[config.mk]
export PLATFORM = sky130hd
export DESIGN_NAME = ctl_ep_guard
export DESIGN_NICKNAME = d
export VERILOG_FILES = /design/src/rtl/ctl_ep_pkg.sv /design/src/rtl/ctl_ep_flag_bank.sv /design/src/rtl/ctl_ep_seq.sv /design/src/rtl/ctl_ep_guard.sv
export SDC_FILE = /design/constraint.sdc
export NUM_CORES = 1
export LEC_CHECK = 0
export ABC_AREA = 1
export BUFFER_PORTS_ARGS = -buffer_cell sky130_fd_sc_hd__buf_2
export CORE_AREA = 5 5 88 90
export CTS_CLUSTER_SIZE = 24
export DETAILED_ROUTE_END_ITERATION = 8
export DIE_AREA = 0 0 93 95
export SYNTH_ARGS = -nofsm -noshare
export SYNTH_HDL_FRONTEND = slang
export SYNTH_HIERARCHICAL = 1
export SYNTH_SLANG_ARGS = --single-unit
export TNS_END_PERCENT = 10
[constraint.sdc]
create_clock -name clk -period 2.7 [get_ports clk]
set_clock_uncertainty 0.15 [all_clocks]
set_input_delay 0.405 -clock clk [delete_from_list [all_inputs] [get_ports clk]]
set_output_delay 0.405 -clock clk [all_outputs]
set_load 0.01 [all_outputs]
[src/rtl/ctl_ep_pkg.sv]
package ctl_ep_pkg;
  typedef enum logic [1:0] {
    PH_IDLE = 2'd0,
    PH_DIN  = 2'd1,
    PH_DOUT = 2'd2,
    PH_STAT = 2'd3
  } ph_e;

  localparam logic [1:0] K_SETUP = 2'b01;
  localparam logic [1:0] K_IN    = 2'b10;
  localparam logic [1:0] K_OUT   = 2'b11;

  localparam logic [1:0] HS_ACK   = 2'b01;
  localparam logic [1:0] HS_NAK   = 2'b10;
  localparam logic [1:0] HS_STALL = 2'b11;

  localparam int NFLAG  = 3;
  localparam int F_ORDY = 0;
  localparam int F_FSTL = 1;
  localparam int F_SEND = 2;

  localparam int CSR_ORDY = 0;
  localparam int CSR_FSTL = 2;
  localparam int CSR_SEND = 4;
  localparam int WR_CLR_ORDY = 6;
  localparam int WR_CLR_SEND = 7;
endpackage

[src/rtl/ctl_ep_flag_bank.sv]
module ctl_ep_flag_bank #(
  parameter int N = 3
) (
  input  logic         clk,
  input  logic         rst,
  input  logic [N-1:0] set_i,
  input  logic [N-1:0] clr_i,
  output logic [N-1:0] q
);
  for (genvar i = 0; i < N; i++) begin : g_flag
    always_ff @(posedge clk) begin
      if (rst) q[i] <= 1'b0;
      else if (set_i[i]) q[i] <= 1'b1;
      else if (clr_i[i]) q[i] <= 1'b0;
    end

    AST_SET_WINS: assert property (@(posedge clk) disable iff (rst)
      set_i[i] |=> q[i]);
  end
endmodule

[src/rtl/ctl_ep_seq.sv]
module ctl_ep_seq
  import ctl_ep_pkg::*;
#(
  parameter int LEN_W = 16
) (
  input  logic             clk,
  input  logic             rst,
  input  logic             tok_vld,
  input  logic [1:0]       tok_kind,
  input  logic [LEN_W-1:0] tok_len,
  input  logic             tok_dir_in,
  input  logic             tok_tgl,
  input  logic             tok_err,
  input  logic             tx_ready,
  input  logic             ordy_q,
  output logic             hs_vld,
  output logic [1:0]       hs_code,
  output logic             hs_tgl,
  output ph_e              phase_q,
  output logic             set_ordy,
  output logic             set_fstl,
  output logic             set_send
);
  logic [LEN_W-1:0] rem_q, rem_n, rem_sub;
  logic             tgl_q, tgl_n, pend_q, pend_n;
  ph_e              phase_n;
  logic             hv_n, ht_n;
  logic [1:0]       hc_n;
  logic             is_in, is_data;

  assign is_in   = (tok_kind == K_IN);
  assign is_data = (tok_kind == K_IN) || (tok_kind == K_OUT);
  assign rem_sub = (rem_q > tok_len) ? (rem_q - tok_len) : '0;

  always_comb begin
    phase_n  = phase_q;
    rem_n    = rem_q;
    tgl_n    = tgl_q;
    pend_n   = pend_q;
    hv_n     = 1'b0;
    hc_n     = HS_ACK;
    ht_n     = 1'b0;
    set_ordy = 1'b0;
    set_fstl = 1'b0;
    set_send = 1'b0;
    if (tok_vld && tok_kind == K_SETUP) begin
      hv_n  = 1'b1;
      tgl_n = 1'b1;
      if ((phase_q == PH_DIN || phase_q == PH_DOUT) && rem_q != '0)
        set_send = 1'b1;
      if (tok_tgl) begin
        pend_n  = 1'b1;
        phase_n = PH_IDLE;
        rem_n   = '0;
      end else begin
        pend_n   = 1'b0;
        set_ordy = 1'b1;
        rem_n    = tok_len;
        if (tok_len == '0) phase_n = PH_STAT;
        else if (tok_dir_in) phase_n = PH_DIN;
        else phase_n = PH_DOUT;
      end
    end else if (tok_vld && is_data) begin
      hv_n = 1'b1;
      if (pend_q || tok_err || phase_q == PH_IDLE) begin
        hc_n     = HS_STALL;
        set_fstl = 1'b1;
        pend_n   = 1'b0;
        phase_n  = PH_IDLE;
        rem_n    = '0;
      end else begin
        unique case (phase_q)
          PH_DIN: begin
            if (is_in) begin
              if (!tx_ready) hc_n = HS_NAK;
              else begin
                ht_n  = tgl_q;
                tgl_n = ~tgl_q;
                rem_n = rem_sub;
                if (rem_sub == '0) phase_n = PH_STAT;
              end
            end else begin
              ht_n     = 1'b1;
              set_send = (rem_q != '0);
              phase_n  = PH_IDLE;
            end
          end
          PH_DOUT: begin
            if (!is_in) begin
              if (ordy_q) hc_n = HS_NAK;
              else if (tok_tgl == tgl_q) begin
                set_ordy = 1'b1;
                tgl_n    = ~tgl_q;
                rem_n    = rem_sub;
                if (rem_sub == '0) phase_n = PH_STAT;
              end
            end else begin
              ht_n     = 1'b1;
              set_send = (rem_q != '0);
              phase_n  = PH_IDLE;
            end
          end
          default: begin
            ht_n    = 1'b1;
            phase_n = PH_IDLE;
          end
        endcase
      end
    end
  end

  always_ff @(posedge clk) begin
    if (rst) begin
      phase_q <= PH_IDLE;
      rem_q   <= '0;
      tgl_q   <= 1'b0;
      pend_q  <= 1'b0;
      hs_vld  <= 1'b0;
      hs_code <= HS_ACK;
      hs_tgl  <= 1'b0;
    end else begin
      phase_q <= phase_n;
      rem_q   <= rem_n;
      tgl_q   <= tgl_n;
      pend_q  <= pend_n;
      hs_vld  <= hv_n;
      hs_code <= hc_n;
      hs_tgl  <= ht_n;
    end
  end

  AST_SETUP_ACK: assert property (@(posedge clk) disable iff (rst)
    tok_vld && tok_kind == K_SETUP |=> hs_vld && hs_code == HS_ACK);
  AST_PEND_STALL: assert property (@(posedge clk) disable iff (rst)
    pend_q && tok_vld && is_data |=> hs_code == HS_STALL);
  AST_HS_AFTER_TOK: assert property (@(posedge clk) disable iff (rst)
    !tok_vld |=> !hs_vld);
endmodule

[src/rtl/ctl_ep_guard.sv]
module ctl_ep_guard
  import ctl_ep_pkg::*;
#(
  parameter int LEN_W = 16
) (
  input  logic             clk,
  input  logic             rst,
  input  logic             tok_vld,
  input  logic [1:0]       tok_kind,
  input  logic [LEN_W-1:0] tok_len,
  input  logic             tok_dir_in,
  input  logic             tok_tgl,
  input  logic             tok_err,
  input  logic             tx_ready,
  input  logic             cpu_we,
  input  logic [7:0]       cpu_wd,
  output logic             hs_vld,
  output logic [1:0]       hs_code,
  output logic             hs_tgl,
  output logic [7:0]       csr,
  output logic [1:0]       phase
);
  logic [NFLAG-1:0] fset, fclr, fq;
  ph_e              ph;
  logic             unused_wd;

  assign unused_wd = ^{cpu_wd[5:3], cpu_wd[1:0]};

  always_comb begin
    fclr         = '0;
    fclr[F_ORDY] = cpu_we && cpu_wd[WR_CLR_ORDY];
    fclr[F_FSTL] = cpu_we && !cpu_wd[CSR_FSTL];
    fclr[F_SEND] = cpu_we && cpu_wd[WR_CLR_SEND];
  end

  ctl_ep_seq #(.LEN_W(LEN_W)) u_seq (
    .clk(clk), .rst(rst), .tok_vld(tok_vld), .tok_kind(tok_kind),
    .tok_len(tok_len), .tok_dir_in(tok_dir_in), .tok_tgl(tok_tgl),
    .tok_err(tok_err), .tx_ready(tx_ready), .ordy_q(fq[F_ORDY]),
    .hs_vld(hs_vld), .hs_code(hs_code), .hs_tgl(hs_tgl), .phase_q(ph),
    .set_ordy(fset[F_ORDY]), .set_fstl(fset[F_FSTL]), .set_send(fset[F_SEND])
  );

  ctl_ep_flag_bank #(.N(NFLAG)) u_flags (
    .clk(clk), .rst(rst), .set_i(fset), .clr_i(fclr), .q(fq)
  );

  always_comb begin
    csr           = '0;
    csr[CSR_ORDY] = fq[F_ORDY];
    csr[CSR_FSTL] = fq[F_FSTL];
    csr[CSR_SEND] = fq[F_SEND];
  end
  assign phase = ph;

  AST_STALL_FLAG: assert property (@(posedge clk) disable iff (rst)
    hs_vld && hs_code == HS_STALL |-> csr[CSR_FSTL]);
  AST_STALL_IDLE: assert property (@(posedge clk) disable iff (rst)
    hs_vld && hs_code == HS_STALL |-> phase == 2'd0);
endmodule

==> impl_summary.txt <==
----------------------------------------------------
[Worst hold path]
  Min-Delay Path Class ... primary input to flip-flop

[Clock tree]
  TritonCTS clock tree ... yes
  Clock root buffer master ... clkbuf_8
  Count of buffers added by post-CTS timing repair for setup ... 0
  Maximum buffer depth of the clock tree ... 2
  Total number of H-tree levels ... 1
  Clock-pin slew on the worst setup and hold paths ... 110 ps
  Post-cts gate resize count ... 0
  Number of buffers inserted by hold repair at cts ... 0
  Clock latency on the worst-skew pair ... about 280 ps
  CTS buffer count ... 3
  Total number of clock tree sinks ... 27

[Logic synthesis]
  Top cells by area, synth ... dfxtp_1, nand2_1, inv_1
  Number of synthesized flops with an enable pin ... 0
  Number of synthesized register bits ... 27
  Ranking of synthesized cells by instance count ... nand2_1, inv_1, nand3_1
  Post-Synth XOR/XNOR Area ... 0.01556
  Library cell with the highest instance count after synthesis ... nand2_1
  Primary flip-flop cell chosen by synthesis mapping ... dfxtp_1
  Multiplexer area fraction after synthesis ... 0
  Ys Warns ... 6
  Post-synthesis instance area ... 2814 sq um
  Top-area cell type share of the netlist area ... 0.1921
  Async set or reset register ratio after synthesis ... 0
  Portion of the post-synthesis area used by sequential elements ... 0.1921
  Fraction of the mapped netlist area in adder cells ... 0.09160
  Combinational family with the most area after synthesis ... simple AND/OR/NAND/NOR gates
  Number of distinct library cell variants in the gate-level netlist after synthesis ... 42
  Gate count after technology mapping ... between 400 and 500
  Post-synthesis share of cell area spent on and, or, nand and nor gates ... 0.3864
  Avg Synthesized Cell Area ... 5.912 sq um
  Cell type contributing the most total cell area after synthesis ... dfxtp_1
  Share of the synthesized area in compound gates (AO/OA/AOI/OAI) ... 0.1516

[Floorplanning]
  Count of standard-cell rows ... 31
  Starting Density ... 0.4030
  Chip Width ... 93 um
  Placeable core area ... 6982 sq um
  Die Outline Area ... 8835 sq um
  IO Count ... 48
  Chip height ... 95 um

[Critical path]
  Maximum fanout along the worst path ... 8
  Data arrival time at the worst-slack endpoint ... 2580 ps
  Startpoint class of the critical path ... flip-flop
  Type of element capturing the critical path ... flip-flop
  Worst path required time ... roughly 2700 ps
  Critical setup path kind ... flip-flop to flip-flop

[Layout]
  Final #Nets ... 574
  Share of layout cells above drive strength 1 ... 0.1541
  Layout area overhead ... 13.03%
  N_diodes ... 0
  Filler cell count in the final layout ... 770

[Global routing]
  Vias in the first global route ... 2,808
  Initial antenna violation count ... 0
  Pin count of the biggest net entering global routing ... 33
  Global Route Usage Sum ... 0.1862
  Global-route wire length before repair ... 13.30 mm
  GRT overflow ... 0

[Detailed routing]
  Number of antenna-violating nets in the routed design ... 0
  Top routing layer in use ... met4
  Routed wire length ... approximately 8 mm
  Overall via count from detail_route ... 3,047
  WL/cell ... around 14 um
  M1 WL ... 3.938 mm
  DRC violation count after routing ... 0
  Iteration-0 DRC Markers ... ~240
  Drt via density ... about 5
  Total met2 wirelength after detailed routing ... 3.694 mm
  Wire length on met3 ... 404 um
  DRT Pass-1 Iters ... 4

[Run status]
  Run status ... completed

[Power and ir drop]
  Leakage ... 1.687 nW
  Worst ir drop on vdd ... 0.0001718 V
  Power Dens Cells ... 443.7 nW/um^2

[Place]
  Worst slack after detailed placement ... 14.68 ps
  Final HPWL from detailed placement ... 6.588 mm
  Port bufs ... 37
  Routability-driven placement congestion ratio ... 0.8698

[Timing]
  Setup violators final ... 0
  Post-route worst setup slack ... 154.4 ps
  Worst-Margin Slew ... 766.6 ps
  Share of the clock period used by the worst path after layout ... 0.9428
  Worst-case headroom to the max-slew limit ... 0.4870
  Setup TNS ... 0 ps
  Setup repair after global routing missed its margin ... yes
  Final Max Tran Viols ... 0
  Final hold viol count ... 0
  Final critical-path required period ... about 2500 ps
  Achievable Freq ... 392.8 MHz

[Flow run]
  Number of max-capacitance violations reported ... 0

----------------------------------------------------
[flip-flops by register name, summed over array words and instances (netlist names)]
name	flops
u_seq/hs_code	2
u_seq/phase_q	2
u_seq/rem_q	16
u_seq/tgl_q	1
u_seq/hs_vld	1
u_seq/pend_q	1
u_flags/q	3
u_seq/hs_tgl	1
[worst paths after layout]
check / cells after the start / endpoint / slack, ps / start
setup / recovery: 18 / u_seq/phase_q[1] / 150 / u_seq/rem_q[0]
hold / removal: 2 / u_flags/q[1] / 220 / rst
setup reg to reg: 18 / u_seq/phase_q[1] / 150 / u_seq/rem_q[0]
hold reg to reg: 2 / u_flags/q[1] / 310 / u_flags/q[1]
[critical path, stage by stage, from the launching register on]
cell and delay [ps]:
dfxtp_1 350, inv_1 50, ha_1 210, fa_1 400, inv_1 90, nand2_1 50, nand2_1 80, nand3_1 80
nand2_2 100, nand2_2 80, a21oi_4 170, buf_4 190, nand3_1 70, nand2_1 80, nor2_2 50, nand3_2 70
nand2_1 50, nand2_1 70, a21oi_2 50
[cell families after synthesis]
kind of cell,after synthesis
flip-flops,27
AO/OA/AOI/OAI,71
other,1
AND/OR/NAND/NOR,241
adder cells (fa/ha/maj),20
buffers and inverters,111
XOR/XNOR,5
[cell usage in the layout, fill, tap and decap left out, drive strengths merged, types with 2 or more instances in the layout]
cell type / netlist / routed
nand2: 146 / 146
inv: 97 / 97
buf: 9 / 49
nand3: 37 / 37
nor2: 28 / 28
dfxtp: 27 / 27
o21ai: 25 / 25
a31oi: 20 / 20
ha: 19 / 19
a21oi: 18 / 18
nand4: 12 / 12
nor4: 7 / 7
conb: 1 / 5
clkbuf: 5 / 3
xnor2: 3 / 3
nor3: 3 / 3
and2: 3 / 3
nand3b: 2 / 2
xor2: 2 / 2
o211ai: 2 / 2
[metal layers]
| layer | GRT usage | vias up |
|---|---|---|
| met5 | 0 | - |
| met3 | 0.01673 | 8 |
| met1 | 0.2541 | 1355 |
| met2 | 0.3173 | 74 |
| li1 | - | 1610 |
| met4 | 0.04396 | 0 |
[area by class of cell]
type,count,area (sq um),area share
well taps,82,102.6,0.03226
clock buffers,3,41.29,0.01298
flip-flops and latches,27,540.5,0.1699
inverters,97,364.1,0.1145
repair buffers,49,275.3,0.08655
clock inverters,1,7.507,0.002360
multi-input cells,342,1849,0.5814
[stage by stage]
stage / util / hold slack (ps) / cell area (sq um) / power [W] / cells
floorplan: - / 317.5 / 2829 / 0.0009644 / 480
detailed placement: 0.4464 / 301.3 / 3117 / 0.001152 / 597
global placement: 0.4464 / 295.7 / 3117 / 0.001146 / 597
global route: 0.4556 / 215.4 / 3181 / 0.001526 / 601
finish: 0.4556 / 215.0 / 3181 / 0.001411 / 601
CTS: 0.4534 / 218.0 / 3166 / 0.001405 / 601
[power breakdown]
part	total [W]	switching (W)	internal, W
clock	0.000253	0.000148	0.000105
combinational	0.000693	0.000444	0.000248
sequential	0.000466	0.0000310	0.000435
(Power assumes the default switching activity.)
